==> config.mk <==
export PLATFORM = sky130hd
export DESIGN_NAME = sysctr_cmp_timer
export DESIGN_NICKNAME = d
export VERILOG_FILES = /design/src/rtl/sysctr_cmp_timer.sv
export SDC_FILE = /design/constraint.sdc
export NUM_CORES = 1
export LEC_CHECK = 0
export BUFFER_PORTS_ARGS = -buffer_cell sky130_fd_sc_hd__buf_4
export CAP_MARGIN = 20
export CELL_PAD_IN_SITES_DETAIL_PLACEMENT = 2
export CELL_PAD_IN_SITES_GLOBAL_PLACEMENT = 2
export CORE_UTILIZATION = 34
export DETAILED_ROUTE_END_ITERATION = 7
export GPL_ROUTABILITY_DRIVEN = 0
export PLACE_DENSITY_LB_ADDON = 0.1
export SETUP_SLACK_MARGIN = 0.3
export SLEW_MARGIN = 0
export SYNTH_ARGS = -nofsm -noshare
export SYNTH_HDL_FRONTEND = slang
export SYNTH_SLANG_ARGS = --single-unit
==> constraint.sdc <==
create_clock -name clk -period 3.1 [get_ports clk]
set_input_delay 0.31 -clock clk [delete_from_list [all_inputs] [get_ports clk]]
set_output_delay 0.31 -clock clk [all_outputs]
set_load 0.01 [all_outputs]
==> src/rtl/sysctr_cmp_timer.sv <==
module sysctr_cmp_timer #(
  parameter int DIV      = 3,
  parameter int AW       = 17,
  parameter int CMP_HI_W = 20
) (
  input  logic          clk,
  input  logic          rst_n,
  input  logic          wr_en,
  input  logic [AW-1:0] addr,
  input  logic [31:0]   wdata,
  output logic [31:0]   rdata,
  output logic          irq
);
  localparam int PW = (DIV > 1) ? $clog2(DIV) : 1;
  localparam int CW = 32 + CMP_HI_W;
  localparam logic [AW-1:0] A_CNT_LO = AW'('h00008);
  localparam logic [AW-1:0] A_CNT_HI = AW'('h0000C);
  localparam logic [AW-1:0] A_CMP_LO = AW'('h10020);
  localparam logic [AW-1:0] A_CMP_HI = AW'('h10024);
  localparam logic [AW-1:0] A_CTRL   = AW'('h1002C);

  logic [PW-1:0]       pre;
  logic [63:0]         cnt;
  logic [31:0]         cmp_lo;
  logic [CMP_HI_W-1:0] cmp_hi;
  logic                en, mask, status;

  wire tick   = (pre == PW'(DIV - 1));
  wire wr_ctl = wr_en && (addr == A_CTRL);
  wire clr    = wr_ctl && !wdata[0];
  wire ge     = cnt[CW-1:0] >= {cmp_hi, cmp_lo};

  always_ff @(posedge clk) begin
    if (!rst_n) begin
      pre <= '0;
      cnt <= '0;
    end else begin
      pre <= tick ? '0 : pre + 1'b1;
      if (tick) cnt <= cnt + 64'd1;
    end
  end

  always_ff @(posedge clk) begin
    if (!rst_n) begin
      cmp_lo <= '0;
      cmp_hi <= '0;
      en     <= 1'b0;
      mask   <= 1'b0;
      status <= 1'b0;
    end else begin
      if (wr_en && addr == A_CMP_LO) cmp_lo <= wdata;
      if (wr_en && addr == A_CMP_HI) cmp_hi <= wdata[CMP_HI_W-1:0];
      if (wr_ctl) begin
        en   <= wdata[0];
        mask <= wdata[1];
      end
      if (clr)            status <= 1'b0;
      else if (en && ge)  status <= 1'b1;
    end
  end

  assign irq = status && en && !mask;

  always_comb begin
    case (addr)
      A_CNT_LO: rdata = cnt[31:0];
      A_CNT_HI: rdata = cnt[63:32];
      A_CMP_LO: rdata = cmp_lo;
      A_CMP_HI: rdata = 32'(cmp_hi);
      A_CTRL:   rdata = {29'd0, status, mask, en};
      default:  rdata = 32'd0;
    endcase
  end

  p_cnt_step_r2: assert property (@(posedge clk) disable iff (!rst_n)
    (cnt != $past(cnt)) |-> (cnt == $past(cnt) + 64'd1));
  p_status_set_r4: assert property (@(posedge clk) disable iff (!rst_n)
    (en && ge && !clr) |=> status);
  p_status_hold_r4: assert property (@(posedge clk) disable iff (!rst_n)
    (status && !clr) |=> status);
  p_no_set_idle_r4: assert property (@(posedge clk) disable iff (!rst_n)
    (!en && !status) |=> !status);
  p_clear_r5: assert property (@(posedge clk) disable iff (!rst_n)
    clr |=> (!status && !irq));
  p_masked_r6: assert property (@(posedge clk) disable iff (!rst_n)
    mask |-> !irq);
endmodule

==> flow_metrics.env, run 1 <==
export IMPL_cp_data_arrival_time_ps=2310
export IMPL_clk_pin_slew_worst_paths_ps=60
export IMPL_synth_cell_types=49
export IMPL_ys_warnings_count=0
export IMPL_hold_violations=0
export IMPL_cp_max_fo=32
export IMPL_peakVddDrop_mv=0.275
export IMPL_grt_pass1_wl_mm=40.2
export IMPL_total_power_mw=3.95
export IMPL_fp_dieArea_sq_um=21300
export IMPL_required_ps=2790
export IMPL_fmax_mhz=382
export IMPL_final_max_slew_violation_count=0
export IMPL_grt_max_degree=68
export IMPL_drt_iter0_markers=226
export IMPL_synth_edf_count=0
export IMPL_period_minus_slack_ps=2620
export IMPL_tightest_slew_ps=746
export IMPL_grt_setup_unrepaired="false"
export IMPL_hpwl_mm=18.3
export IMPL_synth_async_reset_ratio_pct=0
export IMPL_slew_headroom_pct=49.8
export IMPL_ant_nets=0
export IMPL_cts_root_buf="clkbuf_16"
export IMPL_grt_pass1_vias=7388
export IMPL_drt_total_wl_mm=25.1
export IMPL_area_growth_synth_to_final_pct=23.4
export IMPL_fin_skew_ps=8.30
export IMPL_port_buffers=84
export IMPL_wire_per_inst_um=19.7
export IMPL_grt_overflow=0
export IMPL_drc_errors=0
export IMPL_worstSetupStartpointType="input port"
export IMPL_start_util_pct=34.8
export IMPL_core_area_sq_um=20300
export IMPL_fin_crit_sh_pct=84.5
export IMPL_post_place_ws_ps=494
export IMPL_grt_antenna_before_repair=1
export IMPL_htree_levels=4
export IMPL_pin_count=85
export IMPL_clock_sinks=121
export IMPL_synthCells=908
export IMPL_n_antenna_cell=0
export IMPL_yosysMostFrequentCell="nand2_1"
export IMPL_synth_common_cells="nand2_1, dfxtp_1, a21oi_1"
export IMPL_finalNetCount=1098
export IMPL_track_usage_pct=24.2
export IMPL_outcome="finished clean"
export IMPL_fp_dieH_um=146
export IMPL_yosys_top_cells_area="dfxtp_1, ha_1, nand2_1, a21oi_1, mux2i_1"
export IMPL_ys_flop_type="dfxtp_1"
export IMPL_cts_buffers=17
export IMPL_setup_viol=0
export IMPL_critPathKind="in -> out"
export IMPL_drt_vias_per_instance=5.37
export IMPL_cap_violations=0
export IMPL_syn_nets=1014
export IMPL_synth_top_area_share_pct=34.3
export IMPL_instances_no_fill=1273
export IMPL_dp_cells=1243
export IMPL_end_kind="output port"
export IMPL_worst_slack_ps=479
export IMPL_num_vias=6830
export IMPL_die_w_um=146
export IMPL_hp_class="in -> reg"
export IMPL_synth_seq_area_share_pct=34.3
export IMPL_power_leakage_nw=3.27
export IMPL_synth_top_cell_by_area="dfxtp_1"
export IMPL_drive_gt1_share_pct=15.3
export IMPL_synth_avg_cell_area_sq_um=7.78
export IMPL_first_pass_iters=4
export IMPL_cts_buffer_depth=2
export IMPL_setup_tns_ps=0
export IMPL_clock_latency_ps=420
export IMPL_p_per_area_nw_per_um2=453
export IMPL_fin_area_sq_um=8720
export IMPL_cts_tree="done"
export IMPL_num_rows=52
export IMPL_placed_cell_area_sq_um=8070
export IMPL_syn_cell_area_sq_um=7060
export IMPL_synth_seq_cells=121
[placed cells by master (no fill, tap or decap), types with 2 or more instances in the layout]
cell type,Yosys,final
and2_1,4,4
a221o_1,20,20
xor2_1,14,14
nor3_2,1,2
nor4_1,19,17
buf_12,0,2
nand3b_1,3,3
nand4_2,3,3
nand4_1,25,25
a21boi_0,2,2
or4_1,2,2
inv_1,70,70
nor3_1,18,17
ha_1,54,54
mux2i_1,34,34
clkbuf_16,0,17
o211ai_1,2,2
o21a_1,3,3
and3_1,5,5
o21ai_0,39,39
a221oi_1,2,2
dfxtp_1,121,121
nand3_1,27,27
nor2b_1,2,2
and4_1,7,7
or3_1,14,14
nor2_1,74,74
clkinv_2,0,5
clkbuf_8,0,3
buf_4,0,108
nor4_2,0,2
a21oi_1,92,92
xnor2_1,30,30
a21o_1,3,3
and4_4,3,3
bufinv_16,0,5
nand2_1,156,156
[registers in the layout, indices dropped and copies added, names as in the netlist]
name	cells
cnt	64
cmp_hi	20
pre	2
mask	1
cmp_lo	32
en	1
status	1
[logic make-up (layout without fill, tap and decap cells)]
kind of cell	Yosys count	in the layout	share of synthesized area, %
adder cells (fa/ha/maj)	54	54	9.57
XOR/XNOR	44	44	5.46
flip-flops	121	121	34.3
multiplexers	34	34	4.82
AO/OA/AOI/OAI	169	169	14.2
buffers and inverters	116	211	6.50
AND/OR/NAND/NOR	370	370	25.2
[through the flow]
| step | util [%] | hold slack, ps |
|---|---|---|
| final | 42.9 | 144 |
| after global routing | 42.9 | 148 |
| after CTS | 42.9 | 131 |
| after detailed placement | 39.8 | 405 |
| after global placement | 39.8 | 399 |
| after floorplan | - | 392 |
[path summary, 6_finish.rpt]
| path | start | to | slack [ps] | depth (start not counted) |
|---|---|---|---|---|
| worst max-delay path | addr[8] | rdata[7] | 480 | 8 |
| worst min-delay path | wdata[29] | cmp_lo[29] | 140 | 3 |
| worst max register to register | cnt[33] | cnt[63] | 510 | 6 |
| worst min register to register | pre[0] | pre[0] | 410 | 1 |
[report_power, final]
group          total, mW  internal (mW)  switching [mW]
registers           1.57           1.56         0.00753
clock network       2.22           1.48           0.747
logic              0.153         0.0722          0.0808
[per-layer routing]
layer	GRT usage [%]	part of all wire, %	up-vias
met2	41.2	48	84
met1	31.6	49	3396
met4	6.46	1.4	2
li1	-	-	3319
met5	0	0.036	-
met3	3.84	2.2	29
[final cells by class]
| type | instances | area (sq um) |
|---|---|---|
| repair buffers | 110 | 851 |
| fillers | 2348 | 11600 |
| clock inverters | 9 | 170 |
| flip-flops and latches | 121 | 2420 |
| clock buffers | 21 | 470 |
| multi-input cells | 671 | 4200 |
| inverters | 71 | 268 |
| well taps | 270 | 338 |
[worst max-delay path, stage by stage]
cell and delay, ps:
buf_4 110, nor4_1 290, nand4_1 310, or4_1 480
buf_4 270, nor2_1 220, a221o_1 180, buf_4 130
[what timing repair did]
item	4_1_cts	5_1_grt
resized for setup	0	1
hold buffers	0	0
endpoints found under the setup margin	0	5
hold endpoints to repair	0	0
setup buffers	0	0
Power figures use the tool's default switching activity.
==> run 2, diff against run 1 <==
--- a/config.mk
+++ b/config.mk
@@ -5,11 +5,12 @@
 export SDC_FILE = /design/constraint.sdc
 export NUM_CORES = 1
 export LEC_CHECK = 0
+export ABC_AREA = 1
 export BUFFER_PORTS_ARGS = -buffer_cell sky130_fd_sc_hd__buf_4
 export CAP_MARGIN = 20
 export CELL_PAD_IN_SITES_DETAIL_PLACEMENT = 2
 export CELL_PAD_IN_SITES_GLOBAL_PLACEMENT = 2
-export CORE_UTILIZATION = 34
+export CORE_UTILIZATION = 30
 export DETAILED_ROUTE_END_ITERATION = 7
 export GPL_ROUTABILITY_DRIVEN = 0
 export PLACE_DENSITY_LB_ADDON = 0.1
==> constraint.sdc (replaced) <==
create_clock -name clk -period 2.2 [get_ports clk]
set_input_delay 0.22 -clock clk [delete_from_list [all_inputs] [get_ports clk]]
set_output_delay 0.22 -clock clk [all_outputs]
set_load 0.01 [all_outputs]
==> run 2 against run 1 <==
  * Power increased by 49%
  * Non-clock buffer count increased by 91
  * Worst hold slack got worse by 140 ps
  * Die area increased by 26%
  * Clock power increased by 48%
  * First-iteration DRC count increased by 130%
  * Worst setup slack got worse by 290 ps
  * Critical path depth increased by 2
  * Combinational power increased by 150%
  * Synthesized cell count increased by 29%
  * Utilization increased by 1.3 points
  * Count of clock-buffer cells in the layout decreased by 2
  * Largest cell class unchanged
  * Largest power group unchanged
==> flow_metrics.env, run 2 <==
export IMPL_required_ps=2520
export IMPL_fin_crit_sh_pct=91.3
export IMPL_die_w_um=164
export IMPL_start_util_pct=30.9
export IMPL_synth_common_cells="inv_1, nand2_1, nor2_1"
export IMPL_post_place_ws_ps=73.0
export IMPL_power_leakage_nw=4.65
export IMPL_fmax_mhz=498
export IMPL_grt_pass1_wl_mm=55.3
export IMPL_use_met2_pct=45.9
export IMPL_drt_total_wl_mm=40.7
export IMPL_wire_per_inst_um=24.0
export IMPL_synth_async_reset_ratio_pct=0
export IMPL_worst_slack_ps=192
export IMPL_cts_tree="done"
export IMPL_hpwl_mm=27.6
export IMPL_ys_flop_type="dfxtp_1"
export IMPL_synth_edf_count=0
export IMPL_slew_headroom_pct=70.6
export IMPL_track_usage_pct=27.9
export IMPL_setup_viol=0
export IMPL_end_kind="flop"
export IMPL_htree_levels=4
export IMPL_synth_top_area_share_pct=30.9
export IMPL_ys_warnings_count=0
export IMPL_period_minus_slack_ps=2010
export IMPL_yosysMostFrequentCell="inv_1"
export IMPL_drt_vias_per_instance=5.44
export IMPL_grt_antenna_before_repair=1
export IMPL_synth_cell_types=38
export IMPL_grt_pass1_vias=9324
export IMPL_grt_overflow=0
export IMPL_clock_latency_ps=440
export IMPL_num_vias=9220
export IMPL_cpMaxStageDelayCell="dfxtp_4"
export IMPL_n_antenna_cell=0
export IMPL_instances_no_fill=1695
export IMPL_crit_chain="nand2_4 -> nor3_4 -> nand2_2 -> nor3_4 -> nand2_2 -> nor2_4 -> buf_6 -> inv_4 -> o21ai_2 -> a21oi_1"
export IMPL_largest_register_ffs=64
export IMPL_placed_cell_area_sq_um=9380
export IMPL_final_max_slew_violation_count=0
export IMPL_final_cell_mix="buf_4, inv_1, nand2_1, a21oi_1, nor2_1"
export IMPL_setup_tns_ps=0
export IMPL_pin_count=85
export IMPL_cp_top_family="simple AND/OR/NAND/NOR gates"
export IMPL_fin_skew_ps=13.3
export IMPL_drive_gt1_share_pct=33.9
export IMPL_cp_num_buf_inv=2
export IMPL_drt_iter0_markers=529
export IMPL_top_regs="cnt x64, cmp_lo x32, cmp_hi x20"
export IMPL_port_buffers=84
export IMPL_synthCells=1167
export IMPL_cp_data_arrival_time_ps=2330
export IMPL_clk_pin_slew_worst_paths_ps=70
export IMPL_peakVddDrop_mv=0.350
export IMPL_synth_top_cell_by_area="dfxtp_1"
export IMPL_largest_register="cnt"
export IMPL_synth_seq_area_share_pct=30.9
export IMPL_cts_root_buf="clkbuf_16"
export IMPL_tightest_slew_ps=437
export IMPL_hp_class="in -> reg"
export IMPL_cts_buffers=17
export IMPL_area_growth_synth_to_final_pct=43.2
export IMPL_synth_avg_cell_area_sq_um=6.73
export IMPL_cts_buffer_depth=2
export IMPL_worstSetupStartpointType="flop"
export IMPL_cp_max_fo=6
export IMPL_grtUsageMet3_pct=3.94
export IMPL_grt_setup_unrepaired="true"
export IMPL_mostFrequentLayoutCell="buf_4"
export IMPL_max_stage_delay_ps=410
export IMPL_outcome="finished clean"
export IMPL_drc_errors=0
export IMPL_whs_ps=7.72
export IMPL_fin_area_sq_um=11200
export IMPL_hold_violations=0
export IMPL_critPathKind="reg -> reg"
export IMPL_ant_nets=0
export IMPL_fp_dieArea_sq_um=26800
export IMPL_total_power_mw=5.87
export IMPL_clock_sinks=121
export IMPL_p_per_area_nw_per_um2=522
export IMPL_cap_violations=0
export IMPL_syn_cell_area_sq_um=7850
export IMPL_finalNetCount=1458
export IMPL_num_rows=58
export IMPL_fin_util_pct=44.3
export IMPL_syn_nets=1273
export IMPL_busiest_layer="met2"
export IMPL_met1_usage_pct=37.7
export IMPL_first_pass_iters=5
export IMPL_yosys_top_cells_area="dfxtp_1, inv_1, ha_1, nand2_1, a21oi_1"
export IMPL_grt_max_degree=92
export IMPL_dp_cells=1621
export IMPL_synth_seq_cells=121
export IMPL_fp_dieH_um=164
export IMPL_core_area_sq_um=25400
## run 2: layout make-up
type	count	area, sq um
Clock inverter	13	218
Inverter	206	806
Timing Repair Buffer	201	1660
Multi-Input combinational cell	805	5190
Sequential cell	121	2500
Clock buffer	19	453
Fill cell	2944	14200
Tap cell	330	413
## run 2: kinds of logic (layout without fill, tap and decap cells)
group / count (synthesis) / count (layout) / share of synthesized area [%]
simple gates: 477 / 477 / 28.9
compound gates: 260 / 260 / 18.4
buf+inv: 241 / 439 / 11.7
xor+xnor: 14 / 14 / 1.56
flops: 121 / 121 / 30.9
fa+ha+maj: 54 / 54 / 8.61
## run 2: path summary, 6_finish.rpt
check	startpoint	end	slack, ps	cells after the start
setup / recovery	cnt[15]	cnt[38]	190	10
hold / removal	wdata[31]	cmp_lo[31]	8	3
setup reg to reg	cnt[15]	cnt[38]	190	10
hold reg to reg	pre[0]	pre[0]	420	1
## run 2: where the power goes
part	leakage, nW	switching, mW	internal, mW	total [mW]
registers	0.996	0.0134	2.20	2.21
logic	3.33	0.215	0.164	0.379
clock network	0.320	1.20	2.08	3.28
## run 2: repair_timing
item	CTS	global route
pin swaps	19	56
setup endpoints to repair	62	76
buffers inserted	11	29
resized for setup	78	155
cloned	0	2
hold buffers	0	0
## run 2: tightest hold or removal path, stage by stage
cell	delay, ps
buf_4	80
nor3_1	40
nor2_1	80
## run 2: layer usage
layer  share of wire [%]  vias to the layer above
met5               0.044                        -
met1                  44                     4632
met4                 3.1                        2
met2                  48                      267
li1                    -                     4245
met3                 4.9                       74
==> run 3, diff against run 2 <==
--- a/config.mk
+++ b/config.mk
@@ -13,6 +13,7 @@
 export CORE_UTILIZATION = 30
 export DETAILED_ROUTE_END_ITERATION = 7
 export GPL_ROUTABILITY_DRIVEN = 0
+export MAX_ROUTING_LAYER = met4
 export PLACE_DENSITY_LB_ADDON = 0.1
 export SETUP_SLACK_MARGIN = 0.3
 export SLEW_MARGIN = 0
==> run 3 against run 2 <==
  * Clock power about the same
  * Utilization rose by 0.22 points
  * Count of clock-buffer cells in the layout is the same
  * Non-clock buffer count rose by 5
  * Sequential share of layout area down 0.14 points
  * Via count rose by 0.14%
==> flow_metrics.env, run 3 (same netlist as run 2, synthesis figures left out) <==
export IMPL_outcome="finished clean"
export IMPL_num_fill_cells=2942
export IMPL_drt_total_wl_mm=40.8
export IMPL_setup_tns_ps=0
export IMPL_grt_pass1_wl_mm=55.3
export IMPL_fp_dieArea_sq_um=26800
export IMPL_clock_sinks=121
export IMPL_final_max_slew_violation_count=0
export IMPL_drc_errors=0
export IMPL_cp_top_family="simple AND/OR/NAND/NOR gates"
export IMPL_area_growth_synth_to_final_pct=43.9
export IMPL_tightest_slew_ps=493
export IMPL_drt_vias_per_instance=5.43
export IMPL_total_power_mw=5.88
export IMPL_cts_buffers=17
export IMPL_grtUsageMet3_pct=3.56
export IMPL_wire_per_inst_um=24.0
export IMPL_start_util_pct=30.9
export IMPL_grt_max_degree=92
export IMPL_grt_pass1_vias=9304
export IMPL_cts_buffer_depth=2
export IMPL_mostFrequentLayoutCell="buf_4"
export IMPL_p_per_area_nw_per_um2=520
export IMPL_slew_headroom_pct=66.9
export IMPL_hold_violations=0
export IMPL_drt_iter0_markers=527
export IMPL_num_vias=9233
export IMPL_core_area_sq_um=25400
export IMPL_finalNetCount=1463
export IMPL_cts_root_buf="clkbuf_16"
export IMPL_worstSetupStartpointType="flop"
export IMPL_peakVddDrop_mv=0.352
export IMPL_largest_register_ffs=64
export IMPL_top_regs="cnt x64, cmp_lo x32, cmp_hi x20"
export IMPL_instances_no_fill=1700
export IMPL_largest_register="cnt"
export IMPL_final_cell_mix="buf_4, inv_1, nand2_1, a21oi_1, nor2_1"
export IMPL_fmax_mhz=492
export IMPL_cp_num_buf_inv=1
export IMPL_grt_setup_unrepaired="true"
export IMPL_port_buffers=84
export IMPL_num_rows=58
export IMPL_cpMaxStageDelayCell="dfxtp_2"
export IMPL_cts_tree="done"
export IMPL_cap_violations=0
export IMPL_cp_max_fo=7
export IMPL_clk_pin_slew_worst_paths_ps=70
export IMPL_hold_buffers=0
export IMPL_fin_skew_ps=14.9
export IMPL_die_w_um=164
export IMPL_htree_levels=4
export IMPL_hpwl_mm=27.6
export IMPL_hp_class="in -> reg"
export IMPL_dp_cells=1621
export IMPL_first_pass_iters=5
export IMPL_n_antenna_cell=0
export IMPL_drive_gt1_share_pct=34.5
export IMPL_setup_viol=0
export IMPL_ant_nets=0
export IMPL_met1_usage_pct=37.8
export IMPL_use_met2_pct=45.8
export IMPL_fp_dieH_um=164
export IMPL_busiest_layer="met2"
export IMPL_pin_count=85
export IMPL_end_kind="flop"
export IMPL_critPathKind="reg -> reg"
export IMPL_fin_crit_sh_pct=92.4
export IMPL_power_leakage_nw=4.67
export IMPL_period_minus_slack_ps=2030
export IMPL_track_usage_pct=28.7
export IMPL_max_stage_delay_ps=360
export IMPL_grt_antenna_before_repair=0
export IMPL_crit_chain="inv_4 -> nor3_2 -> nand3_1 -> nor3_2 -> nand2_1 -> nor3_4 -> nand3_1 -> nand2_1 -> nor2_1"
export IMPL_grt_overflow=0
export IMPL_clock_latency_ps=440
export IMPL_required_ps=2530
export IMPL_cp_data_arrival_time_ps=2370
-- run 3: worst reg2reg max path: stages (launching register included) --
cell	delay [ps]
dfxtp_2	360
inv_4	80
nor3_2	230
nand3_1	230
nor3_2	320
nand2_1	200
nor3_4	200
nand3_1	110
nand2_1	130
nor2_1	60
-- run 3: layout make-up --
type                            instances  area [sq um]  share of cell area [%]
Timing Repair Buffer                  206          1700                    15.0
Clock inverter                         13           218                    1.93
Inverter                              206           801                    7.09
Clock buffer                           19           453                    4.01
Tap cell                              330           413                    3.65
Sequential cell                       121          2490                    22.1
Multi-Input combinational cell        805          5220                    46.2
-- run 3: repair_timing --
item	in CTS	in global routing
gates resized for setup	78	156
pin swaps	19	59
buffers inserted	11	34
cloned	0	2
setup endpoints to repair	62	76
-- run 3: stage by stage --
step	hold WS [ps]	cell area (sq um)	utilization [%]	worst slack [ps]
global placement	410	9380	36.9	104
floorplan	362	7850	-	498
CTS	4.93	10400	40.9	258
finish	7.13	11300	44.5	167
detailed placement	413	9380	36.9	73.0
global route	8.54	11300	44.5	109
-- run 3: power by group --
| part | internal, mW | switching, mW | leakage (nW) |
|---|---|---|---|
| Clock | 2.08 | 1.21 | 0.320 |
| Combinational | 0.158 | 0.214 | 3.36 |
| Sequential | 2.20 | 0.0139 | 0.995 |
-- run 3: worst paths after layout --
path                  start    endpoint  slack (ps)  cells past startpoint
setup / recovery    cnt[24]     cnt[58]         170                      9
hold / removal    wdata[27]  cmp_lo[27]           7                      3
setup reg to reg    cnt[24]     cnt[58]         170                      9
hold reg to reg      pre[0]      pre[0]         410                      1
-- run 3: routing by layer --
layer / part of all wire [%] / wire (um)
met5: 0 / 0
met4: 3.4 / 1370
met1: 44 / 17900
met3: 4.8 / 1970
met2: 48 / 19600
